[src/rtl/cpu_regfile_pkg.sv]
package cpu_regfile_pkg;
  localparam int SEL_W = 4;

  typedef enum logic [1:0] {
    SZ_BYTE = 2'd0,
    SZ_WORD = 2'd1,
    SZ_PAIR = 2'd2,
    SZ_ALTW = 2'd3
  } acc_size_e;
endpackage

[src/rtl/regfile_wdec.sv]
module regfile_wdec
  import cpu_regfile_pkg::*;
#(
  parameter int DW = 16,
  parameter int AW = 24,
  parameter int ND = 4,
  parameter int NA = 4
) (
  input  logic               wr_en,
  input  logic [SEL_W-1:0]   wr_sel,
  input  logic [1:0]         wr_size,
  input  logic               wr_hi,
  input  logic [2*DW-1:0]    wr_data,
  output logic [ND-1:0]      d_we_lo,
  output logic [ND-1:0]      d_we_hi,
  output logic [ND*DW-1:0]   d_wd,
  output logic [NA-1:0]      a_we,
  output logic [AW-1:0]      a_wd,
  output logic               sp_we
);
  localparam int BW    = DW / 2;
  localparam int NHALF = ND / 2;

  acc_size_e sz;
  logic      is_byte;
  logic      is_pair;

  assign sz      = acc_size_e'(wr_size);
  assign is_byte = (sz == SZ_BYTE);
  assign is_pair = (sz == SZ_PAIR);
  assign a_wd    = wr_data[AW-1:0];

  always_comb begin
    d_we_lo = '0;
    d_we_hi = '0;
    d_wd    = '0;
    a_we    = '0;
    sp_we   = 1'b0;
    if (wr_en) begin
      for (int i = 0; i < ND; i++) begin
        if (wr_sel == SEL_W'(i)) begin
          if (is_byte) begin
            if (i < NHALF) begin
              d_we_lo[i] = !wr_hi;
              d_we_hi[i] = wr_hi;
              d_wd[i*DW +: DW] = {wr_data[BW-1:0], wr_data[BW-1:0]};
            end
          end else if (is_pair && (i < NHALF)) begin
            d_we_lo[i] = 1'b1;
            d_we_hi[i] = 1'b1;
            d_we_lo[i+NHALF] = 1'b1;
            d_we_hi[i+NHALF] = 1'b1;
            d_wd[i*DW +: DW] = wr_data[DW-1:0];
            d_wd[(i+NHALF)*DW +: DW] = wr_data[2*DW-1:DW];
          end else begin
            d_we_lo[i] = 1'b1;
            d_we_hi[i] = 1'b1;
            d_wd[i*DW +: DW] = wr_data[DW-1:0];
          end
        end
      end
      for (int j = 0; j < NA; j++) begin
        if ((wr_sel == SEL_W'(ND + j)) && !is_byte) a_we[j] = 1'b1;
      end
      if ((wr_sel == SEL_W'(ND + NA)) && !is_byte) sp_we = 1'b1;
    end
  end
endmodule

[src/rtl/regfile_bank.sv]
module regfile_bank #(
  parameter int DW = 16,
  parameter int AW = 24,
  parameter int ND = 4,
  parameter int NA = 4
) (
  input  logic              clk,
  input  logic              rst_n,
  input  logic              bank_en,
  input  logic [ND-1:0]     d_we_lo,
  input  logic [ND-1:0]     d_we_hi,
  input  logic [ND*DW-1:0]  d_wd,
  input  logic [NA-1:0]     a_we,
  input  logic [AW-1:0]     a_wd,
  output logic [ND*DW-1:0]  d_q,
  output logic [NA*AW-1:0]  a_q
);
  localparam int BW = DW / 2;

  logic [ND*DW-1:0] d_r, d_nxt;
  logic [NA*AW-1:0] a_r, a_nxt;
  logic             d_ce, a_ce;

  assign d_ce = bank_en && ((|d_we_lo) || (|d_we_hi));
  assign a_ce = bank_en && (|a_we);

  always_comb begin
    d_nxt = d_r;
    for (int i = 0; i < ND; i++) begin
      if (d_we_lo[i]) d_nxt[i*DW +: BW]      = d_wd[i*DW +: BW];
      if (d_we_hi[i]) d_nxt[i*DW + BW +: BW] = d_wd[i*DW + BW +: BW];
    end
  end

  always_comb begin
    a_nxt = a_r;
    for (int j = 0; j < NA; j++) begin
      if (a_we[j]) a_nxt[j*AW +: AW] = a_wd;
    end
  end

  always_ff @(posedge clk or negedge rst_n) begin
    if (!rst_n)    d_r <= '0;
    else if (d_ce) d_r <= d_nxt;
  end

  always_ff @(posedge clk or negedge rst_n) begin
    if (!rst_n)    a_r <= '0;
    else if (a_ce) a_r <= a_nxt;
  end

  assign d_q = d_r;
  assign a_q = a_r;
endmodule

[src/rtl/regfile_rdport.sv]
module regfile_rdport
  import cpu_regfile_pkg::*;
#(
  parameter int DW = 16,
  parameter int AW = 24,
  parameter int ND = 4,
  parameter int NA = 4
) (
  input  logic [SEL_W-1:0]  sel,
  input  logic [1:0]        size,
  input  logic              hi,
  input  logic [ND*DW-1:0]  d_q,
  input  logic [NA*AW-1:0]  a_q,
  input  logic [AW-1:0]     sp_q,
  output logic [2*DW-1:0]   rdata
);
  localparam int BW    = DW / 2;
  localparam int RW    = 2 * DW;
  localparam int NHALF = ND / 2;

  acc_size_e sz;
  assign sz = acc_size_e'(size);

  always_comb begin
    rdata = '0;
    for (int i = 0; i < ND; i++) begin
      if (sel == SEL_W'(i)) begin
        if (sz == SZ_BYTE) begin
          if (i < NHALF) rdata = RW'(hi ? d_q[i*DW + BW +: BW] : d_q[i*DW +: BW]);
        end else if ((sz == SZ_PAIR) && (i < NHALF)) begin
          rdata = {d_q[(i+NHALF)*DW +: DW], d_q[i*DW +: DW]};
        end else begin
          rdata = RW'(d_q[i*DW +: DW]);
        end
      end
    end
    for (int j = 0; j < NA; j++) begin
      if ((sel == SEL_W'(ND + j)) && (sz != SZ_BYTE)) rdata = RW'(a_q[j*AW +: AW]);
    end
    if ((sel == SEL_W'(ND + NA)) && (sz != SZ_BYTE)) rdata = RW'(sp_q);
  end
endmodule

[src/rtl/cpu_regfile.sv]
module cpu_regfile
  import cpu_regfile_pkg::*;
#(
  parameter int DW = 16,
  parameter int AW = 24,
  parameter int ND = 4,
  parameter int NA = 4
) (
  input  logic              clk,
  input  logic              rst_n,
  input  logic              bank_sel,
  input  logic              stk_sel,
  input  logic              wr_en,
  input  logic [SEL_W-1:0]  wr_sel,
  input  logic [1:0]        wr_size,
  input  logic              wr_hi,
  input  logic [2*DW-1:0]   wr_data,
  input  logic [SEL_W-1:0]  ra_sel,
  input  logic [1:0]        ra_size,
  input  logic              ra_hi,
  output logic [2*DW-1:0]   ra_data,
  input  logic [SEL_W-1:0]  rb_sel,
  input  logic [1:0]        rb_size,
  input  logic              rb_hi,
  output logic [2*DW-1:0]   rb_data
);
  localparam int NBANK = 2;
  localparam int NSP   = 2;

  logic [1:0]       rst_sync;
  logic             rst_int_n;
  logic [ND-1:0]    d_we_lo, d_we_hi;
  logic [ND*DW-1:0] d_wd;
  logic [NA-1:0]    a_we;
  logic [AW-1:0]    a_wd;
  logic             sp_we;
  logic [ND*DW-1:0] bank_d [NBANK];
  logic [NA*AW-1:0] bank_a [NBANK];
  logic [AW-1:0]    sp_r   [NSP];
  logic [ND*DW-1:0] cur_d;
  logic [NA*AW-1:0] cur_a;
  logic [AW-1:0]    cur_sp;

  always_ff @(posedge clk or negedge rst_n) begin
    if (!rst_n) rst_sync <= 2'b00;
    else        rst_sync <= {rst_sync[0], 1'b1};
  end
  assign rst_int_n = rst_sync[1];

  regfile_wdec #(.DW(DW), .AW(AW), .ND(ND), .NA(NA)) wdec_i (
    .wr_en(wr_en), .wr_sel(wr_sel), .wr_size(wr_size), .wr_hi(wr_hi),
    .wr_data(wr_data), .d_we_lo(d_we_lo), .d_we_hi(d_we_hi), .d_wd(d_wd),
    .a_we(a_we), .a_wd(a_wd), .sp_we(sp_we)
  );

  for (genvar b = 0; b < NBANK; b++) begin : g_bank
    regfile_bank #(.DW(DW), .AW(AW), .ND(ND), .NA(NA)) bank_i (
      .clk(clk), .rst_n(rst_int_n), .bank_en(bank_sel == 1'(b)),
      .d_we_lo(d_we_lo), .d_we_hi(d_we_hi), .d_wd(d_wd),
      .a_we(a_we), .a_wd(a_wd), .d_q(bank_d[b]), .a_q(bank_a[b])
    );
  end

  for (genvar s = 0; s < NSP; s++) begin : g_sp
    logic          sp_ce;
    logic [AW-1:0] sp_nxt;
    assign sp_ce = sp_we && (stk_sel == 1'(s));
    always_comb sp_nxt = a_wd;
    always_ff @(posedge clk or negedge rst_int_n) begin
      if (!rst_int_n) sp_r[s] <= '0;
      else if (sp_ce) sp_r[s] <= sp_nxt;
    end
  end

  assign cur_d  = bank_d[bank_sel];
  assign cur_a  = bank_a[bank_sel];
  assign cur_sp = sp_r[stk_sel];

  regfile_rdport #(.DW(DW), .AW(AW), .ND(ND), .NA(NA)) rda_i (
    .sel(ra_sel), .size(ra_size), .hi(ra_hi),
    .d_q(cur_d), .a_q(cur_a), .sp_q(cur_sp), .rdata(ra_data)
  );

  regfile_rdport #(.DW(DW), .AW(AW), .ND(ND), .NA(NA)) rdb_i (
    .sel(rb_sel), .size(rb_size), .hi(rb_hi),
    .d_q(cur_d), .a_q(cur_a), .sp_q(cur_sp), .rdata(rb_data)
  );
endmodule

[config.mk]
export PLATFORM = sky130hd
export DESIGN_NAME = cpu_regfile
export DESIGN_NICKNAME = d
export VERILOG_FILES = /design/src/rtl/cpu_regfile_pkg.sv /design/src/rtl/regfile_wdec.sv /design/src/rtl/regfile_bank.sv /design/src/rtl/regfile_rdport.sv /design/src/rtl/cpu_regfile.sv
export SDC_FILE = /design/constraint.sdc
export NUM_CORES = 1
export LEC_CHECK = 0
export BUFFER_PORTS_ARGS = -buffer_cell sky130_fd_sc_hd__clkbuf_2
export CORE_MARGIN = 1.5
export CORE_UTILIZATION = 50
export CTS_CLUSTER_DIAMETER = 150
export DETAILED_ROUTE_END_ITERATION = 6
export GPL_TIMING_DRIVEN = 0
export PLACE_DENSITY = 0.67
export SKIP_CTS_REPAIR_TIMING = 1
export SYNTH_ARGS = -nofsm -noshare
export SYNTH_HDL_FRONTEND = slang
export SYNTH_HIERARCHICAL = 1
export SYNTH_SLANG_ARGS = --single-unit
[constraint.sdc]
create_clock -name clk -period 13 [get_ports clk]
set_clock_uncertainty 0.15 [all_clocks]
set_input_delay 0 -clock clk [delete_from_list [all_inputs] [get_ports clk]]
set_output_delay 0 -clock clk [all_outputs]
set_load 0.1 [all_outputs]
==> flow_summary_export.csv <==
group,metric,value,unit
floorplan,pin_count,122,
pwr,p_leak,11.7,nW
clocking,cts_buffer_depth,3,
critical_path,crit_path_max_fanout,10,
yosys,synth_seq_cells,370,
critical_path,cp.arrival,3.50,ns
routing,via_per_inst,6.21,
global_route,grt_pass1_vias,15700,
min_path,worstHoldPathCells,5,
clocking,clk_root_buffer_cell,"clkbuf_16",
run_status,status,"finished with violations",
final_layout,syn_to_final_growth,15.3,%
floorplan,dieHeight,209,µm
placed_design,placed_area,0.0226,mm²
routing,drt_first_pass_iters,5,
final_layout,drive_above_1_share,0.483,
timing,finalHoldViolCount,2,
timing,period_minus_slack,3.65,ns
placed_design,dp_hpwl,51200,µm
critical_path,cp_slowest_cell,"dlygate4sd3_1",
yosys,syn_nets,1743,
floorplan,dieArea,0.0435,mm²
critical_path,worst_ep_required_time,12.85,ns
yosys,yosys_most_used_dff,"dfrtp_1",
yosys,ys_warn_count,6,
placed_design,io_buffers,118,
clocking,cts_sinks,370,
critical_path,cp_num_buf_inv,5,
yosys,synthXorXnorAreaFrac,0.000828,
routing,detail_route.wl_per_cell,26.8,µm
floorplan,die_x,209,µm
yosys,yosysSeqAreaShare,0.438,
timing,setup_viol,0,
global_route,antenna_found_initial,1,
clocking,numCtsBuffers,43,
clocking,cts_tree,"done",
yosys,synth_simple_gate_area_share,0.0608,
critical_path,path_cells,"dlygate4sd3_1, clkbuf_2, buf_2, buf_2, mux2_2, mux2i_1, mux2i_1, a221o_1, o211ai_1, o211ai_1, clkbuf_2",
floorplan,fp-row-count,75,
routing,antenna_left,0,
critical_path,critPathKind,"in2out",
pwr,irDropWorstVdd,90.6,µV
critical_path,reg2reg_from,"rst_sync[1]",
final_layout,nFillCells,3461,
yosys,netlist_instances,1685,
critical_path,end_kind,"output port",
pwr,total_power,3.12,mW
timing,worst_pin_slew,1.05,ns
yosys,synth-async-reset-ratio,1.00,
yosys,synth.distinct_cells,54,
yosys,synthesis.area,0.0211,mm²
timing,clock.fmax,274,MHz
yosys,synth.area.top_cells,"dfrtp_1 44%, mux2_2 26%, mux2_4 7.1%, mux2i_1 2.7%, a22oi_1 1.7%",
min_path,hold_path.startpoint,"wr_data[28]",
global_route,overflow,0,
min_path,hp-class,"in2reg",
run_status,violations,"negative hold slack",
yosys,synth_adder_area_share,0,
global_route,grtUsageTotal,0.306,
timing,drv_slew,0,
routing,drc,0,
floorplan,core,0.0419,mm²
global_route,grt_start_max_net_pins,73,
critical_path,critical-path-top-delay-family,"buffers and inverters",
min_path,hold_end,"g_bank[0].bank_i/d_q[60]",
final_layout,final_area,0.0244,mm²
critical_path,rr_endpoint,"g_bank[0].bank_i/a_q[32]",
global_route,grt_first_pass_wirelength,100000,µm
yosys,synth_edf_count,0,
timing,fin_crit_sh,0.281,
flow_run,max_cap_viol_count,0,
placed_design,place_congestion,0.986,
final_layout,postLayoutCoreUtil,0.582,
critical_path,start_kind,"input port",
yosys,synth_compound_area_frac,0.101,
timing,hold_ws,-0.00319,ns
clocking,cts_htree_levels,2,
pwr,powerDensity,128,mW/mm²
routing,drtIter0Drc,1399,
critical_path,r2r_cells,3,
yosys,netlist.area_leader.share,0.438,
yosys,synthMuxAreaShare,0.355,
critical_path,rrSetupSlack,11.52,ns
clocking,clkTransAtPathRegs,0.06,ns
timing,tns,0,ns
timing,slew_headroom,0.297,
timing,rsz0062_at_grt,"false",
critical_path,cp.depth,11,
final_layout,nNetsFinal,1955,
final_layout,antennaDiodeCount,0,
yosys,syn_area_per_cell,12.5,µm²
routing,via_count,15300,
floorplan,start_util,0.505,
critical_path,slowest_delay,0.52,ns
yosys,synth.largest_area_cell,"dfrtp_1",
routing,wl,66200,µm
clocking,worstSkewPairLatency,0.56,ns
yosys,synth_top_family_by_area,"multiplexers",
## worst max-delay path by stage
stage          slack (ns)                      end                     start
6_report             9.35               ra_data[7]                  bank_sel
5_1_grt              9.26               ra_data[2]                  bank_sel
4_1_cts              9.81               ra_data[7]  g_bank[1].bank_i/d_q[15]
3_5_place_dp         9.98               ra_data[7]                  bank_sel
3_3_place_gp        -1.96                 sp_r[34]               rst_sync[1]
2_1_floorplan        1.77  g_bank[0].bank_i/a_q[0]               rst_sync[1]
## power by group
| group | switching (mW) | leakage (nW) | total (mW) | internal [mW] |
|---|---|---|---|---|
| Clock | 0.498 | 0.675 | 1.19 | 0.689 |
| Sequential | 0.0673 | 4.93 | 1.36 | 1.29 |
| Combinational | 0.309 | 6.08 | 0.575 | 0.266 |
| Total | 0.874 | 11.7 | 3.12 | 2.24 |
## cells by family after synthesis
group / Yosys count
AND/OR/NAND/NOR: 235
buffers and inverters: 137
XOR/XNOR: 2
multiplexers: 640
other: 1
AO/OA/AOI/OAI: 300
flip-flops: 370
## worst register-to-register path: cells and delay by family, from the launching register on
kind	cells	cell delay, ns
buffers and inverters	3	1.04
DFF	1	0.42
## final cells by class
class	count	area (µm²)	area share
Buffer	136	932	0.0382
Clock inverter	13	111	0.00457
Inverter	1	3.75	0.000154
Multi-Input combinational cell	1178	10900	0.449
Tap cell	539	674	0.0277
Clock buffer	64	1260	0.0515
Timing Repair Buffer	167	1190	0.0487
Sequential cell	370	9260	0.380
## routing by layer
layer | share of wire | GRT usage | wire, µm
met5 | 0 | 0 | 0
met4 | 0.043 | 0.131 | 2840
met3 | 0.066 | 0.0567 | 4400
met2 | 0.46 | 0.483 | 30300
met1 | 0.43 | 0.416 | 28700
## synth_stat cells (all sizes together) (20+ instances only)
cell type  number
a21oi          48
a221oi         28
a22oi          48
buf           121
dfrtp         370
mux2          584
mux2i          56
nand2          50
nor2           87
o211ai         34
o21ai          36
o22ai          20
## flip-flops by register name (all words and copies together), names as in the netlist
name and flops:
g_bank.bank_i/a_q 192, g_bank.bank_i/d_q 128, sp_r 48, rst_sync 2
## layout by cell type, fill, tap and decap left out, drive strengths merged, types with 9 or more instances in the layout
cell type and count:
o21a 13, buf 127, a21oi 48, nor2b 13, and2 17, mux2i 56, a221oi 28, nor3 13
dfrtp 370, o22ai 20, a221o 16, a32oi 14, o21ai 36, mux2 584, o211ai 34, clkinv 10
a22o 16, nand3 11, nand4 9, nor2 87, clkbuf 197, a211oi 16, a22oi 48, dlygate4sd3 43
nand2 50
## through the flow
stage / setup WS (ns) / std cells
after floorplan: 1.77 / 1685
after global placement: -1.96 / 2342
after detailed placement: 9.98 / 2348
after CTS: 9.81 / 2425
after global routing: 9.26 / 2468
final: 9.35 / 2468
(Power assumes the default switching activity.)
